==> config.mk <==
export PLATFORM = sky130hd
export DESIGN_NAME = cct_timer_chan
export DESIGN_NICKNAME = d
export VERILOG_FILES = /design/src/rtl/cct_pkg.sv /design/src/rtl/cct_edge_sync.sv /design/src/rtl/cct_counter.sv /design/src/rtl/cct_slot.sv /design/src/rtl/cct_timer_chan.sv
export SDC_FILE = /design/constraint.sdc
export NUM_CORES = 1
export LEC_CHECK = 0
export BUFFER_PORTS_ARGS = -buffer_cell sky130_fd_sc_hd__buf_2
export CAP_MARGIN = 20
export CORE_ASPECT_RATIO = 0.5
export CORE_UTILIZATION = 62
export CTS_CLUSTER_SIZE = 20
export DETAILED_ROUTE_END_ITERATION = 7
export MAX_ROUTING_LAYER = met4
export PLACE_DENSITY = 0.87
export SLEW_MARGIN = 25
export SYNTH_ARGS = -nofsm -noshare
export SYNTH_HDL_FRONTEND = slang
export SYNTH_SLANG_ARGS = --single-unit
==> constraint.sdc <==
create_clock -name clk -period 2.05 [get_ports clk]
set_input_delay 0.1025 -clock clk [delete_from_list [all_inputs] [get_ports clk]]
set_output_delay 0.1025 -clock clk [all_outputs]
set_load 0.03 [all_outputs]
==> src/rtl/cct_pkg.sv <==
package cct_pkg;

  typedef enum logic [1:0] {
    MODE_IDLE = 2'd0,
    MODE_CAP  = 2'd1,
    MODE_CMP  = 2'd2,
    MODE_RSVD = 2'd3
  } slot_mode_e;

  typedef struct packed {
    logic [1:0] act;
    slot_mode_e mode;
  } slot_cfg_t;

  localparam int unsigned CFG_W = $bits(slot_cfg_t);

  // compare actions
  localparam logic [1:0] ACT_LOW  = 2'd0;
  localparam logic [1:0] ACT_HIGH = 2'd1;
  localparam logic [1:0] ACT_TGL  = 2'd2;

  // capture edge selection
  localparam logic [1:0] EDGE_RISE = 2'd0;
  localparam logic [1:0] EDGE_FALL = 2'd1;

endpackage

==> src/rtl/cct_edge_sync.sv <==
module cct_edge_sync #(
  parameter int W = 1
) (
  input  logic         clk,
  input  logic         rst_n,
  input  logic [W-1:0] din,
  output logic [W-1:0] rise,
  output logic [W-1:0] fall
);

  logic [W-1:0] meta_q, sync_q, prev_q;

  always_ff @(posedge clk or negedge rst_n) begin
    if (!rst_n) begin
      meta_q <= '0;
      sync_q <= '0;
      prev_q <= '0;
    end else begin
      meta_q <= din;
      sync_q <= meta_q;
      prev_q <= sync_q;
    end
  end

  assign rise = sync_q & ~prev_q;
  assign fall = ~sync_q & prev_q;

endmodule

==> src/rtl/cct_counter.sv <==
module cct_counter #(
  parameter int CW = 16
) (
  input  logic          clk,
  input  logic          rst_n,
  input  logic          tick,
  input  logic          wrap_en,
  input  logic [CW-1:0] wrap_val,
  input  logic          load,
  input  logic [CW-1:0] load_val,
  output logic [CW-1:0] cnt,
  output logic          ovf
);

  logic at_wrap;

  assign at_wrap = wrap_en && (cnt == wrap_val);

  always_ff @(posedge clk or negedge rst_n) begin
    if (!rst_n) begin
      cnt <= '0;
    end else if (load) begin
      cnt <= load_val;
    end else if (tick) begin
      cnt <= at_wrap ? '0 : cnt + 1'b1;
    end
  end

  // overflow only on a natural roll-over, never on a cycle wrap
  assign ovf = tick && !load && !at_wrap && (cnt == '1);

endmodule

==> src/rtl/cct_slot.sv <==
module cct_slot
  import cct_pkg::*;
#(
  parameter int CW = 16
) (
  input  logic          clk,
  input  logic          rst_n,
  input  slot_cfg_t     cfg,
  input  logic          wr,
  input  logic [CW-1:0] wdata,
  input  logic          pin_rise,
  input  logic          pin_fall,
  input  logic          tick,
  input  logic [CW-1:0] cnt,
  output logic [CW-1:0] gr,
  output logic          pin,
  output logic          ev
);

  logic cap_hit, cmp_hit, edge_ok;

  always_comb begin
    unique case (cfg.act)
      EDGE_RISE: edge_ok = pin_rise;
      EDGE_FALL: edge_ok = pin_fall;
      default:   edge_ok = pin_rise | pin_fall;
    endcase
  end

  assign cap_hit = (cfg.mode == MODE_CAP) && edge_ok;
  assign cmp_hit = (cfg.mode == MODE_CMP) && tick && (cnt == gr);
  assign ev      = cap_hit | cmp_hit;

  always_ff @(posedge clk or negedge rst_n) begin
    if (!rst_n) begin
      gr <= '0;
    end else if (cap_hit) begin
      gr <= cnt;
    end else if (wr) begin
      gr <= wdata;
    end
  end

  always_ff @(posedge clk or negedge rst_n) begin
    if (!rst_n) begin
      pin <= 1'b0;
    end else if (cmp_hit) begin
      unique case (cfg.act)
        ACT_LOW:  pin <= 1'b0;
        ACT_HIGH: pin <= 1'b1;
        ACT_TGL:  pin <= ~pin;
        default:  pin <= pin;
      endcase
    end
  end

endmodule

==> src/rtl/cct_timer_chan.sv <==
module cct_timer_chan
  import cct_pkg::*;
#(
  parameter int CW   = 16,
  parameter int NREG = 8
) (
  input  logic                          clk,
  input  logic                          rst_n,
  input  logic                          cnt_tick,
  input  logic                          cyc_sel_a,
  input  logic                          cyc_sel_b,
  input  logic [CW-1:0]                 cyc_val,
  input  logic                          wr_en,
  input  logic [$clog2(2*NREG+4)-1:0]   wr_addr,
  input  logic [CW-1:0]                 wr_data,
  input  logic [$clog2(2*NREG+4)-1:0]   rd_addr,
  output logic [CW-1:0]                 rd_data,
  input  logic [NREG-1:0]               pin_in,
  output logic [NREG-1:0]               pin_out,
  input  logic                          twin_trig,
  output logic [NREG-1:0]               irq_evt,
  output logic [1:0]                    irq_ovf,
  output logic                          irq_twin
);

  localparam int AW = $clog2(2*NREG+4);
  localparam int FW = NREG + 3;
  localparam logic [AW-1:0] ADR_CNTA  = AW'(2*NREG);
  localparam logic [AW-1:0] ADR_CNTB  = AW'(2*NREG+1);
  localparam logic [AW-1:0] ADR_TWIN  = AW'(2*NREG+2);
  localparam logic [AW-1:0] ADR_FLAGS = AW'(2*NREG+3);

  logic [CW-1:0]   cnt_a, cnt_b, twin_q;
  logic            ovf_a, ovf_b, wr_cnt_a, wr_cnt_b, wr_flags;
  logic [NREG-1:0] pin_rise, pin_fall, slot_ev;
  logic            twin_rise, twin_fall_unused;
  logic [FW-1:0]   flags_q, flag_set, flag_clr;
  logic [CW-1:0]   gr_q  [NREG];
  slot_cfg_t       cfg_q [NREG];

  assign wr_cnt_a = wr_en && (wr_addr == ADR_CNTA);
  assign wr_cnt_b = wr_en && (wr_addr == ADR_CNTB);
  assign wr_flags = wr_en && (wr_addr == ADR_FLAGS);

  cct_counter #(.CW(CW)) u_cnt_a (
    .clk(clk), .rst_n(rst_n), .tick(cnt_tick), .wrap_en(cyc_sel_a),
    .wrap_val(cyc_val), .load(wr_cnt_a), .load_val(wr_data),
    .cnt(cnt_a), .ovf(ovf_a)
  );

  cct_counter #(.CW(CW)) u_cnt_b (
    .clk(clk), .rst_n(rst_n), .tick(cnt_tick), .wrap_en(cyc_sel_b),
    .wrap_val(cyc_val), .load(wr_cnt_b), .load_val(wr_data),
    .cnt(cnt_b), .ovf(ovf_b)
  );

  cct_edge_sync #(.W(NREG)) u_pin_sync (
    .clk(clk), .rst_n(rst_n), .din(pin_in), .rise(pin_rise), .fall(pin_fall)
  );

  cct_edge_sync #(.W(1)) u_twin_sync (
    .clk(clk), .rst_n(rst_n), .din(twin_trig), .rise(twin_rise),
    .fall(twin_fall_unused)
  );

  for (genvar gi = 0; gi < NREG; gi++) begin : g_slot
    logic wr_gr, wr_cfg;
    assign wr_gr  = wr_en && (wr_addr == AW'(gi));
    assign wr_cfg = wr_en && (wr_addr == AW'(NREG + gi));

    always_ff @(posedge clk or negedge rst_n) begin
      if (!rst_n)      cfg_q[gi] <= '0;
      else if (wr_cfg) cfg_q[gi] <= slot_cfg_t'(wr_data[CFG_W-1:0]);
    end

    cct_slot #(.CW(CW)) u_slot (
      .clk(clk), .rst_n(rst_n), .cfg(cfg_q[gi]), .wr(wr_gr), .wdata(wr_data),
      .pin_rise(pin_rise[gi]), .pin_fall(pin_fall[gi]), .tick(cnt_tick),
      .cnt(cnt_a), .gr(gr_q[gi]), .pin(pin_out[gi]), .ev(slot_ev[gi])
    );
  end

  always_ff @(posedge clk or negedge rst_n) begin
    if (!rst_n)         twin_q <= '0;
    else if (twin_rise) twin_q <= cnt_a;
  end

  // sticky flags: an event in the clear cycle keeps the bit set
  assign flag_set = {twin_rise, ovf_b, ovf_a, slot_ev};
  assign flag_clr = wr_flags ? wr_data[FW-1:0] : '0;

  always_ff @(posedge clk or negedge rst_n) begin
    if (!rst_n) flags_q <= '0;
    else        flags_q <= (flags_q & ~flag_clr) | flag_set;
  end

  assign irq_evt  = flags_q[NREG-1:0];
  assign irq_ovf  = flags_q[NREG+1:NREG];
  assign irq_twin = flags_q[NREG+2];

  always_comb begin
    rd_data = '0;
    for (int k = 0; k < NREG; k++) begin
      if (rd_addr == AW'(k))        rd_data = gr_q[k];
      if (rd_addr == AW'(NREG + k)) rd_data = {{(CW-CFG_W){1'b0}}, cfg_q[k]};
    end
    if (rd_addr == ADR_CNTA)  rd_data = cnt_a;
    if (rd_addr == ADR_CNTB)  rd_data = cnt_b;
    if (rd_addr == ADR_TWIN)  rd_data = twin_q;
    if (rd_addr == ADR_FLAGS) rd_data = {{(CW-FW){1'b0}}, flags_q};
  end

endmodule

---- After elaboration in Yosys (flattened, before gate mapping) ----
Index checks and enable logic that the tools add are counted.
W data, S select, Z words.
storage, ports and cells
  logic and storage cells ................. 308
  output and inout port bits .............. 35
  bits in registers ....................... 254
operators by class
  add/subtract/negate cells ............... 2
  mux-type cells .......................... 59
  bitwise logic cells ..................... 33
  reductions and logical operators ........ 91
  equal/unequal tests ..................... 81
operator list
  operator                 count
  $mux W16                 42
  $eq A16 B16 Y1           10
  $eq A5 B4 Y1 const B     16
  $logic_and A1 B1 Y1      51
  $eq A5 B3 Y1 const B     8
  $eq A5 B5 Y1 const B     7
  $add A16 B1 Y16 const B  2
  $eq A16 B16 Y1 const B   2
  $eq A2 B1 Y1 const B     16
  $eq A2 B2 Y1 const B     16
  $pmux W1 S3              8
  $reduce_bool A3 Y1       8
  $eq A5 B2 Y1 const B     4
  $reduce_bool A2 Y1       10
  $and A8 B8 Y8            2
  $logic_not A2 Y1         8
  $not A8 Y8               2
  $or A1 B1 Y1             16
  $pmux W1 S2              8
  $reduce_and A2 Y1        8
  $and A11 B11 Y11         1
  $mux W11                 1
  $not A11 Y11             1
  $or A11 B11 Y11          1
  5 further kinds          18

---- Depth between registers and ports, before layout ----
Gate-level depths: netlist of run 1.
  word-level depth ........................ 21
  gate-level depth with buffers ........... 9

---- By module ----
A second synthesis of run 1 with hierarchy kept.
second synthesis, totals
  cells, all modules ...................... 1,698
  area total of the unflattened synthesis .. 16,528.4 µm²
by module, submodules not included
  module                            seq. area each (µm²)  area each (µm²)  cells an instance  times used
  cct_slot at g_slot[2].u_slot ...  425.4                 1,101.1          110                6
  cct_timer_chan                    1,476.4               4,332.9          471                1
  cct_slot at g_slot[0].u_slot ...  425.4                 1,102.3          110                2
  cct_counter at u_cnt_a            400.4                 1,322.5          161                1
  cct_counter at u_cnt_b            400.4                 1,231.2          141                1
  cct_edge_sync at u_pin_sync       600.6                 740.7            40                 1
  cct_edge_sync at u_twin_sync      75.1                  90.1             5                  1

---- Least setup slack after synthesis of run 1 ----
Ideal clock, no wire load.
  kind .................................... in2out
  start point ............................. in rd_addr[3]
  end point ............................... out rd_data[7]
  setup slack ............................. 0.060 ns
  cell stages on the path ................. 7
  arrival time ............................ 1.887 ns
  buffers on the path ..................... 3
  required time ........................... 1.947 ns
  cells stage by stage .................... buf_2 -> or2_0 -> clkbuf_1 -> nor2_1 -> nand2_1 -> clkbuf_1 -> o21ai_0
on the way
  longest elaborated chain between the ends .. 21
RTL lines
  element           RTL line               text
  start, declared   cct_timer_chan.sv:16   input logic [$clog2(2*NREG+4)-1:0] rd_addr,
  $logic_not A5 Y1  cct_timer_chan.sv:104  if (rd_addr == AW'(k)) rd_data = gr_q[k];
  $mux W16          cct_timer_chan.sv:104
  $mux W16          cct_timer_chan.sv:105  if (rd_addr == AW'(NREG + k)) rd_data = {{(CW-CFG_W){1'b0}}, cfg_q[k]};
  $mux W16          cct_timer_chan.sv:104
  $mux W16          cct_timer_chan.sv:105
  $mux W16          cct_timer_chan.sv:104
  $mux W16          cct_timer_chan.sv:105
  $mux W16          cct_timer_chan.sv:104
  [... 5 more ...]  --
  $mux W16          cct_timer_chan.sv:104
  $mux W16          cct_timer_chan.sv:105
  $mux W16          cct_timer_chan.sv:104
  $mux W16          cct_timer_chan.sv:105
  $mux W16          cct_timer_chan.sv:107  if (rd_addr == ADR_CNTA) rd_data = cnt_a;
  $mux W16          cct_timer_chan.sv:108  if (rd_addr == ADR_CNTB) rd_data = cnt_b;
  $mux W16          cct_timer_chan.sv:109  if (rd_addr == ADR_TWIN) rd_data = twin_q;
  $mux W16 *        cct_timer_chan.sv:110  if (rd_addr == ADR_FLAGS) rd_data = {{(CW-FW){1'b0}}, flags_q};
  end, declared     cct_timer_chan.sv:17   output logic [CW-1:0] rd_data,
Mark *: on every way between the ends. The rest lies on a longest branch, timed or not.

---- Worst setup path in the final report of run 1 ----
  start point ............................. reg u_cnt_a.cnt[0]
  end point ............................... out rd_data[0]
on the way
  longest elaborated chain between the ends .. 4
RTL lines
  element                 RTL line               text
  start, declared         cct_counter.sv:11      output logic [CW-1:0] cnt,
  start signal, assigned  cct_counter.sv:23      cnt <= load_val;
  start signal, assigned  cct_counter.sv:25      cnt <= at_wrap ? '0 : cnt + 1'b1;
  $mux W16                cct_timer_chan.sv:107
  $mux W16                cct_timer_chan.sv:108
  $mux W16                cct_timer_chan.sv:109
  $mux W16                cct_timer_chan.sv:110
Every way passes these cells.

==> summary.md, run 1 <==
| Metric | Value |
|---|---|
| Status | finished, violations left |
| Failing checks | DRC, setup timing |
| Hold WS | ~0.046 ns |
| Worst Clk Skew | around 0.022 ns |
| Critical Setup Path Class | reg -> out |
| Synthesis warning total | 0 |
| Least-Margin Pin Slew | 0.938 ns |
| Final Wtd Congestion | 1.07 |
| Design area | around 20000 um^2 |
| Max Buffers Root-to-Sink | 3 |
| Root buf cell | clkbuf_16 |
| MaxCap Viol Count | 0 |
| Average cell area after synthesis | ~9.1 um^2 |
| Worst vdd ir | around 730 uV |
| Hold WC Path Type | in -> reg |
| Minimum clock period | approximately 2.5 ns |
| Clk Latency, worst-skew pair | around 0.56 ns |
| Initial Utilization | between 60% and 70% |
| Placed Area | about 18000 um^2 |
| Area Overhead vs Synth | 27.5% |
| Core Rows | 41 |
| Post-synth EDFFs | 0 |
| Total core area | between 20000 and 30000 um^2 |
| IO Count | 92 |
| DIE HEIGHT | 116 um |
| Clock transition at path regs | 0.08 ns |
| Syn_nets | approximately 1900 |
| PD cells | about 1200 nW/um^2 |
| Final #Nets | around 2100 |
| Total negative slack | -5.08 ns |
| Detailed-route via count | about 16000 |
| Static Leak | around 9.4 nW |
| Arr. time, crit path | ~2.4 ns |
| First-pass GRT wire length | between 90000 and 100000 um |
| Die X | about 230 um |
| Mapped Area | 16100 um^2 |
| TritonCTS Sinks | 254 |
| Yosys reg bits | between 200 and 300 |
| Yosys cell types | 75 |
| Met2 GRT Util | between 60 and 70% |
| Critical path startpoint category | flop |
| Setup violators final | 34 |
| Max transition margin | around 37% |
| Htree depth | 1 |
| WL/cell | between 20 and 30 um |
| FFs w/ async S/R, synth | 100% |
| Synth area leader | dfrtp_1 |
| Layer with the highest usage | met2 |
| I/O Buffers | 91 |
| Tcrit/Tclk final | 122% |
| CTS tree | built |
| Sequential area share after synthesis | 39.4% |
| CTS buffer count | 24 |
| Share of layout cells above drive strength 1 | approximately 28% |
| Hpwl dp | 43600 um |
| Congestion Overflow GR | 0 |
| Met1 Track Usage GR | 63.0% |
| Largest cells by area after synthesis | dfrtp_1, mux2i_1, xor2_1 |
| Setup ws final | -0.449 ns |
| Hold Violations, Final | 0 |
| Initial antenna violation count | 4 |
| Fmax achieved | between 400 and 500 MHz |
| Post-synth top area share | 39.4% |
| Peak fanout along the critical path | 2 |
| M3 GR Usage | between 20% and 30% |
| Main flop type after synthesis | dfrtp_1 |
| Post-DRT Antenna Nets | 0 |
| Gr usage total | just under 50% |
| Most frequent cells in the layout | dfrtp_1, buf_4, nand2_1 |
| Vias/cell | a little under 7 |
| CP required | approximately 2.0 ns |
| Largest net degree at the start of global routing | 76 |
| Die footprint | about 27000 um^2 |
| Routed wire length | about 66000 um |
| Worst R2R Setup Slack | -0.21 ns |
| Power consumption | 0.0248 W |
| Residual DRC count | 14 |
| Unrepaired setup endpoints after global routing | true |
| Iter 0 DRT Violations | approximately 3000 |
| CP Capture Type | output pin |
| Most common cell after layout, fill and taps aside | dfrtp_1 |
| Max-slew violations | 0 |
| DR pass1 iterations | 8 |
| Vias in the first global route | between 15000 and 20000 |
| Post-Synthesis Cells | about 1800 |
state kept, by name, indices dropped and copies added (netlist names), 11 cells and up:
signal,cells
flags_q,11
cfg_q,32
u_cnt_b.cnt,16
twin_q,16
g_slot.u_slot.gr,128
u_cnt_a.cnt,16
cell families after synthesis:
kind of cell / count (synthesis) / share of synthesized area (%)
adders and majority gates: 50 / 3.88
AOI/OAI and AO/OA: 397 / 15.0
buffers and inverters: 208 / 5.71
muxes: 163 / 10.6
xor gates and xnor gates: 172 / 9.34
and+or+nand+nor: 529 / 16.0
DFF: 254 / 39.4
routing by layer:
layer | up-vias | wire length [um]
met4 | 0 | 2820
met5 | - | 0
met1 | 7819 | 24400
met3 | 334 | 11800
li1 | 6685 | -
met2 | 1401 | 26600
synth_stat cells, drive strengths merged (9+ instances only):
master	instances
a21oi	143
a221oi	9
a22oi	32
a31oi	16
a32oi	9
buf	65
clkbuf	84
dfrtp	254
ha	50
inv	58
mux2	32
mux2i	128
nand2	155
nand2b	9
nand3	39
nand4	31
nor2	158
nor2b	18
nor3	44
nor4	30
o21ai	114
or2	11
xnor2	66
xor2	106
metrics by stage:
| stage | util [%] | instances | setup WS [ns] |
|---|---|---|---|
| after floorplan | - | 1773 | 0.0603 |
| after global placement | 71.2 | 2237 | -0.324 |
| after detailed placement | 71.2 | 2237 | -0.464 |
| after CTS | 78.2 | 2347 | -0.450 |
| after global routing | 81.0 | 2368 | -0.446 |
| final | 81.0 | 2368 | -0.449 |
worst max-delay path: stages (launching register included):
cell and delay, ns:
dfrtp_2 0.45, buf_12 0.14, mux4_2 0.46, nor2b_4 0.15
o21bai_4 0.16, o32ai_2 0.20, nor2_1 0.09, buf_4 0.17
cell type report:
| cell class | count | area (um^2) |
|---|---|---|
| Inverter | 59 | 221 |
| Sequential cell | 254 | 6370 |
| Multi-Input combinational cell | 1311 | 9560 |
| Clock inverter | 6 | 82.6 |
| Antenna cell | 5 | 12.5 |
| Tap cell | 344 | 430 |
| Timing Repair Buffer | 353 | 3160 |
| Clock buffer | 36 | 727 |
| Fill cell | 1498 | 4830 |
path summary, 6_finish.rpt:
path,from,to,cells past startpoint
worst min register to register,u_pin_sync.meta_q[4],u_pin_sync.sync_q[4],0
worst max-delay path,u_cnt_a.cnt[0],rd_data[0],7
worst min-delay path,wr_addr[0],u_cnt_a.cnt[4],4
min in group asynchronous,rst_n,flags_q[10],2
worst max register to register,u_cnt_a.cnt[3],u_cnt_a.cnt[14],8
max in group asynchronous,rst_n,flags_q[2],3
report_power, final:
| group | switching (W) | internal (W) | leakage (nW) |
|---|---|---|---|
| Clock | 0.00210 | 0.00270 | 0.397 |
| Sequential | 0.00253 | 0.00674 | 2.94 |
| Combinational | 0.00584 | 0.00493 | 6.07 |
what timing repair did:
action                                 4_1_cts  5_1_grt
setup endpoints to repair                   26       55
pin swaps                                   56       71
hold buffers                                21        0
gates resized for setup                     97      137
buffers inserted                            47       17
gates cloned                                 2        1
endpoints found under the hold margin      282        0
No activity file was read; power rests on OpenSTA's default activity.
==> run 2, diff against run 1 <==
Settings changed: ABC_AREA from default to 1, CORE_UTILIZATION 62 to 63, PLACE_DENSITY 0.87 to 0.88, SYNTH_HIERARCHICAL from default to 1.
==> summary.md, run 2 <==
| Metric | Value |
|---|---|
| Status | finished, violations left (unchanged) |
| Failing checks | setup timing (was DRC, setup timing) |
| Biggest register | g_slot.u_slot/gr (was g_slot.u_slot.gr) |
| Max Buffers Root-to-Sink | 3 (unchanged) |
| Power consumption | 0.0251 W (was 0.0248 W) |
| Max-slew violations | 0 (unchanged) |
| CTS tree | built (unchanged) |
| Max transition margin | 26.7% (was 37.5%) |
| Routed wire length | 75300 um (was 65700 um) |
| Post-DRT Antenna Nets | 0 (unchanged) |
| IO Count | 92 (unchanged) |
| CP required | 1.95 ns (about the same) |
| Vias/cell | 6.18 (was 6.86) |
| Tcrit/Tclk final | 124% (was 122%) |
| Worst slack, placed | -0.162 ns (was -0.464 ns) |
| Syn_nets | 2817 (was 1880) |
| Congestion Overflow GR | 0 (unchanged) |
| Root buf cell | clkbuf_16 (unchanged) |
| CTS buffer count | 25 (was 24) |
| Most frequent cells in the layout | nand2_1, inv_1, dfrtp_1 (was dfrtp_1, buf_4, nand2_1) |
| Largest net degree at the start of global routing | 60 (was 76) |
| Max FFs per register | 128 (unchanged) |
| Initial antenna violation count | 1 (was 4) |
| Mapped Area | 19000 um^2 (was 16100 um^2) |
| Iter 0 DRT Violations | 3019 (was 3001) |
| Hold WC Path Type | in -> reg (unchanged) |
| Worst Clk Skew | 0.0113 ns (was 0.0218 ns) |
| Multi-input logic area | 10500 um^2 (was 9560 um^2) |
| Residual DRC count | 0 (was 14) |
| CP Capture Type | output pin (unchanged) |
| Fmax achieved | 393 MHz (was 400 MHz) |
| Arr. time, crit path | 2.44 ns (was 2.40 ns) |
| Worst vdd ir | 609 uV (was 728 uV) |
| Largest regs | g_slot.u_slot/gr x128, cfg_q x32 (was g_slot.u_slot.gr x128, cfg_q x32) |
| Final Wtd Congestion | 1.05 (was 1.07) |
| Synthesis warning total | 6 (was 0) |
| PD cells | 1140 nW/um^2 (was 1210 nW/um^2) |
| Setup ws final | -0.495 ns (was -0.449 ns) |
| Total negative slack | -5.19 ns (was -5.08 ns) |
| DR pass1 iterations | 8 (unchanged) |
| Gr usage total | 49.7% (was 48.8%) |
| Area Overhead vs Synth | 15.5% (was 27.5%) |
| Setup violators final | 16 (was 34) |
| Die footprint | 31000 um^2 (was 26700 um^2) |
| Core Rows | 44 (was 41) |
| First-pass GRT wire length | 112000 um (was 93200 um) |
| Vias in the first global route | 19070 (was 15478) |
| Detailed-route via count | 20540 (was 16239) |
| Total core area | 29300 um^2 (was 25400 um^2) |
| Least-Margin Pin Slew | 1.09 ns (was 0.938 ns) |
| Fillers | 2188 (was 1498) |
| Hpwl dp | 52700 um (was 43600 um) |
| Unrepaired setup endpoints after global routing | true (unchanged) |
| Average cell area after synthesis | 6.99 um^2 (was 9.10 um^2) |
| Share of layout cells above drive strength 1 | 19.1% (was 27.9%) |
| Static Leak | 10.9 nW (was 9.41 nW) |
| I/O Buffers | 91 (unchanged) |
| Post-Synthesis Cells | 2726 (was 1773) |
| DIE HEIGHT | 125 um (was 116 um) |
| WL/cell | 22.7 um (was 27.7 um) |
| Clock transition at path regs | 0.07 ns (was 0.08 ns) |
| Peak fanout along the critical path | 2 (unchanged) |
| Die X | 248 um (was 230 um) |
| Most common cell after layout, fill and taps aside | nand2_1 (was dfrtp_1) |
| Critical path startpoint category | flop (unchanged) |
| Initial Utilization | 64.9% (was 63.5%) |
| Reg area | 6370 um^2 (unchanged) |
| Minimum clock period | 2.54 ns (was 2.50 ns) |
| Clk Latency, worst-skew pair | 0.56 ns (about the same) |
| Critical Setup Path Class | reg -> out (unchanged) |
| TritonCTS Sinks | 254 (unchanged) |
| Final #Nets | 3006 (was 2110) |
| MaxCap Viol Count | 0 (unchanged) |
| Hold Violations, Final | 0 (unchanged) |
| Htree depth | 1 (unchanged) |
[run 2: changes by cell type in the layout (fill, tap and decap cells not counted), moves of 32 or more]
cell | previous run | this run
o221ai_2 | 1 | 88
inv_1 | 57 | 457
xor2_1 | 105 | 28
o21ai_0 | 88 | 43
mux2i_1 | 127 | 1
nand2_2 | 7 | 39
a21oi_1 | 133 | 15
nand2_1 | 148 | 894
nand3_1 | 35 | 222
nand3_2 | 4 | 37
nor2_1 | 147 | 229
buf_4 | 189 | 116
[run 2: final cells by class]
| cell class | count | area share (%) |
|---|---|---|
| clock inverter | 12 | 0.637 |
| tap | 391 | 2.22 |
| clock buffer | 31 | 3.17 |
| sequential | 254 | 29.0 |
| antenna | 2 | 0.0227 |
| inverter | 481 | 8.22 |
| multi-input combinational | 1912 | 47.6 |
| timing repair buffer | 241 | 9.17 |
[run 2: timing repair]
action,in CTS,in global routing
endpoints found under the setup margin,16,35
endpoints found under the hold margin,263,0
setup buffers,13,5
pin swaps,23,27
hold buffers,10,0
gates resized for setup,81,24
[run 2: worst paths after layout]
path                                      start  cells past startpoint                      to  slack, ns
setup / recovery                      cfg_q[28]                     13              rd_data[0]      -0.49
hold / removal                       wr_data[5]                      3  g_slot[4].u_slot/gr[5]       0.05
setup reg to reg                 u_cnt_a/cnt[3]                     13              flags_q[2]       0.01
hold reg to reg            u_pin_sync/meta_q[6]                      0    u_pin_sync/sync_q[6]       0.35
max in group asynchronous                 rst_n                      3               cfg_q[30]       1.21
min in group asynchronous                 rst_n                      2          u_cnt_a/cnt[8]       0.07
[run 2: metrics by stage]
stage | utilization (%) | cell area, um^2 | cells | hold slack (ns)
floorplan | - | 19000 | 2726 | -0.193
global placement | 70.2 | 20600 | 3251 | 0.0562
detailed placement | 70.2 | 20600 | 3251 | 0.0606
CTS | 74.6 | 21900 | 3317 | 0.0390
global route | 75.0 | 22000 | 3323 | 0.0507
finish | 75.0 | 22000 | 3324 | 0.0496
[run 2: power by group]
part	internal [W]	total, W	switching, W	leakage (nW)
sequential	0.00665	0.00881	0.00216	3.20
combinational	0.00429	0.0114	0.00707	7.29
clock	0.00278	0.00496	0.00218	0.415
total	0.0137	0.0251	0.0114	10.9
[run 2: layer usage]
| metal | global-route usage [%] | wire (um) |
|---|---|---|
| met2 | 70.8 | 31200 |
| met1 | 62.4 | 27800 |
| met4 | 29.7 | 5560 |
| met3 | 14.5 | 10800 |
| met5 | - | 0 |
[run 2: critical path, cell delays in order (launching register included)]
cell and delay (ns):
dfrtp_2 0.45, nand4_1 0.10, nand2_1 0.06, nor2_2 0.12, nand4_1 0.13, nand2_1 0.10, nand4_1 0.16, nand2_1 0.17
nand3_1 0.10, nand2_1 0.07, nand2_1 0.05, nand2_1 0.05, nand4_1 0.12, buf_4 0.20
